==> config.mk <==
export PLATFORM = sky130hd
export DESIGN_NAME = uirq_prioritizer
export DESIGN_NICKNAME = d
export VERILOG_FILES = /design/src/rtl/uirq_pkg.sv /design/src/rtl/uirq_en_reg.sv /design/src/rtl/uirq_thre_latch.sv /design/src/rtl/uirq_gate.sv /design/src/rtl/uirq_id_hold.sv /design/src/rtl/uirq_prioritizer.sv
export SDC_FILE = /design/constraint.sdc
export NUM_CORES = 1
export LEC_CHECK = 0
export ABC_AREA = 1
export ABC_CLOCK_PERIOD_IN_PS = 3910
export BUFFER_PORTS_ARGS = -buffer_cell sky130_fd_sc_hd__buf_2
export CAP_MARGIN = 20
export CORE_MARGIN = 2
export CORE_UTILIZATION = 45
export DETAILED_ROUTE_END_ITERATION = 10
export PLACE_DENSITY = 0.79
export SLEW_MARGIN = 10
export SYNTH_ARGS = -nofsm -noshare
export SYNTH_HDL_FRONTEND = slang
export SYNTH_HIERARCHICAL = 1
export SYNTH_SLANG_ARGS = --single-unit
==> constraint.sdc <==
create_clock -name clk -period 3.91 [get_ports clk]
set_input_delay 0.1955 -clock clk [delete_from_list [all_inputs] [get_ports clk]]
set_output_delay 0.1955 -clock clk [all_outputs]
set_load 0.01 [all_outputs]
==> src/rtl/uirq_pkg.sv <==
package uirq_pkg;

    localparam int EN_W  = 4;
    localparam int ID_W  = 8;
    localparam int SRC_W = 4;

    // enable bit positions
    localparam int EN_RX    = 0;
    localparam int EN_THRE  = 1;
    localparam int EN_LINE  = 2;
    localparam int EN_MODEM = 3;

    typedef enum logic [SRC_W-1:0] {
        SRC_NONE  = 4'b0001,
        SRC_LINE  = 4'b0110,
        SRC_RXD   = 4'b0100,
        SRC_TMO   = 4'b1100,
        SRC_THRE  = 4'b0010,
        SRC_MODEM = 4'b0000
    } src_code_e;

    typedef struct packed {
        logic line;
        logic rxd;
        logic tmo;
        logic thre;
        logic modem;
    } req_s;

    function automatic src_code_e pick_src(req_s r);
        src_code_e c;
        if (r.line)       c = SRC_LINE;
        else if (r.rxd)   c = SRC_RXD;
        else if (r.tmo)   c = SRC_TMO;
        else if (r.thre)  c = SRC_THRE;
        else if (r.modem) c = SRC_MODEM;
        else              c = SRC_NONE;
        return c;
    endfunction

    function automatic logic [ID_W-1:0] build_id(src_code_e c, logic fifo);
        return {{2{fifo}}, 2'b00, c};
    endfunction

endpackage

==> src/rtl/uirq_en_reg.sv <==
module uirq_en_reg
    import uirq_pkg::*;
(
    input  logic            clk,
    input  logic            rst,
    input  logic            wr,
    input  logic [EN_W-1:0] wdata,
    output logic [EN_W-1:0] en
);
    for (genvar i = 0; i < EN_W; i++) begin : g_bit
        always_ff @(posedge clk) begin
            if (rst)     en[i] <= 1'b0;
            else if (wr) en[i] <= wdata[i];
        end
    end
endmodule

==> src/rtl/uirq_thre_latch.sv <==
module uirq_thre_latch (
    input  logic clk,
    input  logic rst,
    input  logic empty,
    input  logic fifo_mode,
    input  logic thr_wr,
    input  logic rd_done,
    input  logic shown_thre,
    output logic pend_next
);
    logic pend_q;
    logic empty_q;
    logic fifo_q;
    logic set_ev;
    logic clr_rd;

    always_comb begin
        set_ev = (empty & ~empty_q) | (fifo_mode & ~fifo_q & empty);
        clr_rd = rd_done & shown_thre;
        if (thr_wr)      pend_next = 1'b0;
        else if (set_ev) pend_next = 1'b1;
        else if (clr_rd) pend_next = 1'b0;
        else             pend_next = pend_q;
    end

    always_ff @(posedge clk) begin
        if (rst) begin
            pend_q  <= 1'b0;
            empty_q <= 1'b1;
            fifo_q  <= 1'b1;
        end else begin
            pend_q  <= pend_next;
            empty_q <= empty;
            fifo_q  <= fifo_mode;
        end
    end
endmodule

==> src/rtl/uirq_gate.sv <==
module uirq_gate
    import uirq_pkg::*;
(
    input  req_s            raw,
    input  logic [EN_W-1:0] en,
    input  logic            fifo_mode,
    output req_s            gated
);
    always_comb begin
        gated.line  = raw.line  & en[EN_LINE];
        gated.rxd   = raw.rxd   & en[EN_RX];
        gated.tmo   = raw.tmo   & en[EN_RX] & fifo_mode;
        gated.thre  = raw.thre  & en[EN_THRE];
        gated.modem = raw.modem & en[EN_MODEM];
    end
endmodule

==> src/rtl/uirq_id_hold.sv <==
module uirq_id_hold
    import uirq_pkg::*;
(
    input  logic            clk,
    input  logic            rst,
    input  req_s            gated,
    input  logic            fifo_mode,
    input  logic            rd,
    output logic [ID_W-1:0] id_q,
    output logic            irq_q,
    output logic            rd_done,
    output logic            shown_thre
);
    logic            rd_q;
    logic [ID_W-1:0] live_id;
    logic            live_irq;

    always_comb begin
        live_id  = build_id(pick_src(gated), fifo_mode);
        live_irq = |gated;
    end

    assign rd_done    = rd_q & ~rd;
    assign shown_thre = (id_q[SRC_W-1:0] == SRC_THRE);

    always_ff @(posedge clk) begin
        if (rst) begin
            id_q  <= build_id(SRC_NONE, 1'b0);
            irq_q <= 1'b0;
            rd_q  <= 1'b0;
        end else begin
            rd_q  <= rd;
            irq_q <= live_irq;
            if (!rd) id_q <= live_id;
        end
    end
endmodule

==> src/rtl/uirq_prioritizer.sv <==
module uirq_prioritizer
    import uirq_pkg::*;
(
    input  logic            clk,
    input  logic            rst,
    input  logic            fifo_mode,
    input  logic            req_line,
    input  logic            req_rxd,
    input  logic            req_tmo,
    input  logic            req_modem,
    input  logic            thr_empty,
    input  logic            thr_wr,
    input  logic            en_wr,
    input  logic [EN_W-1:0] en_wdata,
    input  logic            id_rd,
    output logic            irq_out,
    output logic [ID_W-1:0] id_byte
);
    logic [EN_W-1:0] en;
    logic            thre_pend;
    logic            rd_done;
    logic            shown_thre;
    req_s            raw;
    req_s            gated;

    uirq_en_reg u_en (
        .clk(clk), .rst(rst), .wr(en_wr), .wdata(en_wdata), .en(en)
    );

    uirq_thre_latch u_thre (
        .clk(clk), .rst(rst), .empty(thr_empty), .fifo_mode(fifo_mode),
        .thr_wr(thr_wr), .rd_done(rd_done), .shown_thre(shown_thre),
        .pend_next(thre_pend)
    );

    always_comb begin
        raw.line  = req_line;
        raw.rxd   = req_rxd;
        raw.tmo   = req_tmo;
        raw.thre  = thre_pend;
        raw.modem = req_modem;
    end

    uirq_gate u_gate (
        .raw(raw), .en(en), .fifo_mode(fifo_mode), .gated(gated)
    );

    uirq_id_hold u_hold (
        .clk(clk), .rst(rst), .gated(gated), .fifo_mode(fifo_mode),
        .rd(id_rd), .id_q(id_byte), .irq_q(irq_out),
        .rd_done(rd_done), .shown_thre(shown_thre)
    );
endmodule

After elaboration in Yosys (flattened, before gate mapping)
Index checks and enable logic that the tools add are counted.
- flip-flop bits (word level): 14
- latch bits: 0
- RAM bits: 0
- bits in read-only memories: 0
- bits of input ports: 15
- logic and storage cells: 35
- memories: 0
- add/sub/neg operators: 0
- multipliers: 0
- divide/modulo/power cells: 0
- magnitude comparators: 0
- equal/unequal tests: 1
- shift operators: 0
- muxes and demuxes: 8
- bitwise gates (word level): 15
- reductions and logical operators: 1
- operators with widths (cell ; count):
    $mux 4 ; 4
    $and 1x1->1 ; 11
    $reduce_or 5->1 ; 1
    $eq 4x2->1 const B ; 1
    $mux 1 ; 4
    $not 1->1 ; 3
    $or 1x1->1 ; 1

Logic depth before layout (Yosys ltp)
- depth after elaboration: 11
- depth in mapped cells: 14

Hierarchy
The synthesis kept the hierarchy.
- modules (own cells, without submodules) (module ; instances ; cells each ; area an instance (µm²) ; sequential area each (µm²)):
    uirq_id_hold ; 1 ; 43 ; 302.8 ; 140.1
    uirq_en_reg ; 1 ; 26 ; 172.7 ; 80.1
    uirq_thre_latch ; 1 ; 16 ; 126.4 ; 60.1
    uirq_gate ; 1 ; 11 ; 43.8 ; 0.0

Worst setup path after synthesis
Ideal clock, no wire load.
- kind: flip-flop to flip-flop
- start: register u_hold.id_q[1]
- end: register u_hold.irq_q
- arrival: 1.180 ns
- required time: 3.801 ns
- slack: 2.622 ns
- stages on the path, launching flop included: 14
- buffers on the path: 0
- clock period less this slack: 1.288 ns
- cells stage by stage: dfxtp_1 -> nand2_1 -> nor3_1 -> nand2_1 -> nand2_1 -> nand3_2 -> nand2_2 -> inv_1 -> nand2_1 -> inv_1 -> nor2_1 -> nand3_1 -> nand2_1 -> inv_1
- RTL lines (element ; RTL line ; RTL):
    start: declaration ; uirq_id_hold.sv:9 ; output logic [ID_W-1:0] id_q,
    start signal: assignment ; uirq_id_hold.sv:28 ; id_q <= build_id(SRC_NONE, 1'b0);
    start signal: assignment ; uirq_id_hold.sv:34 ; if (!rd) id_q <= live_id;
    end signal: assignment ; uirq_id_hold.sv:33 ; irq_q <= live_irq;
    end: declaration ; uirq_id_hold.sv:10 ; output logic irq_q,

==> metrics <==
largest family of logic cells by synthesized area simple AND/OR/NAND/NOR gates; setup violators final 0; Port Buffers 21; Worst-Skew Late Latency between 200 and 300 ps; vias per cell just over 4; CP endpoint kind flop; Commonest cells post-synth 26 x nand2_1, 19 x inv_1, 14 x dfxtp_1; Post-CTS Resized 0; Detailed Route Iter0 Violations 5; first-pass GRT wire length 1.95 mm; Leakage roughly 0.48 nW; number of flops mapped to enable cells by yosys 0; GRT overflow 0; Synth warnings 6; Syn Std Cell Area approximately 650 sq um; largest cells by area after synthesis dfxtp_1 43%, nand2_1 15%, inv_1 11%; nets roughly 130; crit path to u_hold/irq_q$_SDFF_PP0_; 1st-pass router iterations 2; Final period util 0.350; maximum clock path buffer count 2; FMAX ~730 MHz; htree depth 1; total power draw between 0.0002 and 0.0003 W; Synth area leader dfxtp_1; CTS sink count 14; unrepaired setup endpoints after global routing false; initial antenna violation count 0; Worst setup startpoint u_hold/id_q[3]$_SDFFE_PP0N_; Fin. Hold Viols 0; min-delay src thr_empty; Die W 41.9 microns; routed wire length per instance 8.40 microns; run status complete, no violations; Simple-Gate Fraction of Synth Area 0.355; root buf cell clkbuf_4; NetSw about 0.000074 W; Max VDD drop 157 uV; Final Max Slew Viols 0; core area around 1300 sq um; final core utilization 0.589; hold buffer count at CTS 0; Max-cap violations 0; Comb pwr share 0.133; async set-reset flop share out of synthesis 0; DR vias roughly 550; reg2reg start u_hold/id_q[3]$_SDFFE_PP0N_; fraction of layout cells with a size suffix above 1 0.305; I/O Pins 24; Post-Synth XOR/XNOR Area 0; Required @ worst endpoint about 4000 ps; r2r setup slk ~2500 ps; # diodes 0; register area share after synthesis 0.434; Startpoint Class flop; most frequent cell after synthesis nand2_1; initial core utilization 0.490; r2r endpoint u_hold/irq_q$_SDFF_PP0_; setup bufs post-CTS 0; Mapped Cells 96; # DRC 0; Die ar. between 1500 and 2000 sq um; largest net degree at the start of global routing 9; sequential share of power 0.519; Layout area overhead 20.2%; cts bufs inserted 3; pwr dens ~380 nW/um^2; syn_area_per_cell 6.73 sq um; area share of the largest cell type after synthesis 0.434; minimum clock period roughly 1400 ps; #FFs+latches synth 14; Critical Path Fanout Max 2; mux cell area share after synthesis 0; kind of critical path flop to flop; Antenna Nets Post-Route 0; row count 13; worst path arrival time about 1600 ps; count of cell types in the netlist 17; Sw Share 0.247; Synth Area in Compound Gates 0.0310; clock share of power 0.347; GPL Wtd Cong about 0.8; prevailing post-synth register cell dfxtp_1; Total GRT Usage 0.150; clk_skew approximately 4.5 ps; worst hold path type input pin to flop; final wirelength about 1.1 mm; FF-to-FF path depth 14; Adder-Cell Fraction of Synth Area 0; Final HPWL DP 919 microns; Die Ht 41.9 microns; internal power 0.000225 W; Total Neg Setup Slack 0 ps; CTS tree built; vias in the first global route 523; Worst-path clk slew around 80 ps
## sequential cells by signal, indices dropped and copies added, names as in the netlist
| name | cells |
|---|---|
| u_en/en | 4 |
| u_hold/id_q | 5 |
| u_hold/irq_q | 1 |
| u_hold/rd_q | 1 |
| u_thre/empty_q | 1 |
| u_thre/fifo_q | 1 |
| u_thre/pend_q | 1 |
## layout make-up
type | count | area (sq um)
Tap cell | 15 | 18.8
Timing Repair Buffer | 21 | 105
Fill cell | 128 | 542
Clock buffer | 4 | 36.3
Inverter | 21 | 78.8
Multi-Input combinational cell | 58 | 256
Sequential cell | 14 | 280
## power by group through the flow
stage	sequential [W]	clock [W]	combinational [W]
2_1_floorplan	0.000160	0	0.0000256
3_5_place_dp	0.000158	0	0.0000401
3_3_place_gp	0.000158	0	0.0000393
5_1_grt	0.000156	0.000112	0.0000455
6_report	0.000155	0.000104	0.0000398
4_1_cts	0.000155	0.000107	0.0000403
## per-stage QoR
stage	hold slack, ps	instances	instance area (sq um)	worst slack (ps)
global placement	406	129	739	2570
floorplan	262	97	649	2620
global route	131	133	776	2400
finish	122	133	776	2540
detailed placement	412	129	739	2550
CTS	116	133	776	2540
## metal layers
metal | up-vias | routed length [microns] | GRT usage | part of all wire
li1 | 312 | - | - | -
met1 | 217 | 495 | 0.139 | 0.44
met2 | 18 | 528 | 0.278 | 0.47
met3 | 2 | 68 | 0.0435 | 0.061
met4 | 0 | 25 | 0.0968 | 0.022
met5 | - | 0 | 0 | 0
## worst min-delay path by stage
stage | slack, ps | cells after the start | endpoint
final | 120 | 2 | u_thre/empty_q$_SDFF_PP1_
after global routing | 130 | 2 | u_thre/empty_q$_SDFF_PP1_
after CTS | 120 | 2 | u_thre/empty_q$_SDFF_PP1_
after detailed placement | 410 | 2 | u_thre/empty_q$_SDFF_PP1_
after global placement | 410 | 2 | u_thre/empty_q$_SDFF_PP1_
after floorplan | 260 | 1 | u_thre/pend_q$_SDFF_PP0_
## critical path: stages (launching register included)
cell	delay [ps]
dfxtp_1	310
inv_1	60
nand2_1	50
nor3_1	120
nand2_1	70
nand2_1	70
nand3_2	70
nand2_2	70
inv_1	40
nand2_1	60
inv_1	50
nor2_1	90
nand3_1	110
nand2_1	80
inv_1	30
## cells by family (layout without fill, tap and decap cells)
kind of cell / Yosys count / count (layout)
flops: 14 / 14
compound gates: 4 / 4
other cells: 1 / 2
buf+inv: 25 / 46
simple gates: 52 / 52
## layout by cell type (no fill, tap or decap)
cell,synthesis,final
nand2_1,26,26
buf_2,0,21
inv_1,19,19
dfxtp_1,14,14
nor2_1,12,12
nor2_2,5,5
clkbuf_4,0,3
nand3_1,3,3
inv_2,2,2
nand2_2,2,2
o21ai_1,2,2
a21oi_1,2,2
conb_1,1,2
clkbuf_8,0,1
nor3_1,1,1
nand3_2,1,1
or2_1,1,1
or2_2,1,1
(Power assumes the default switching activity.)
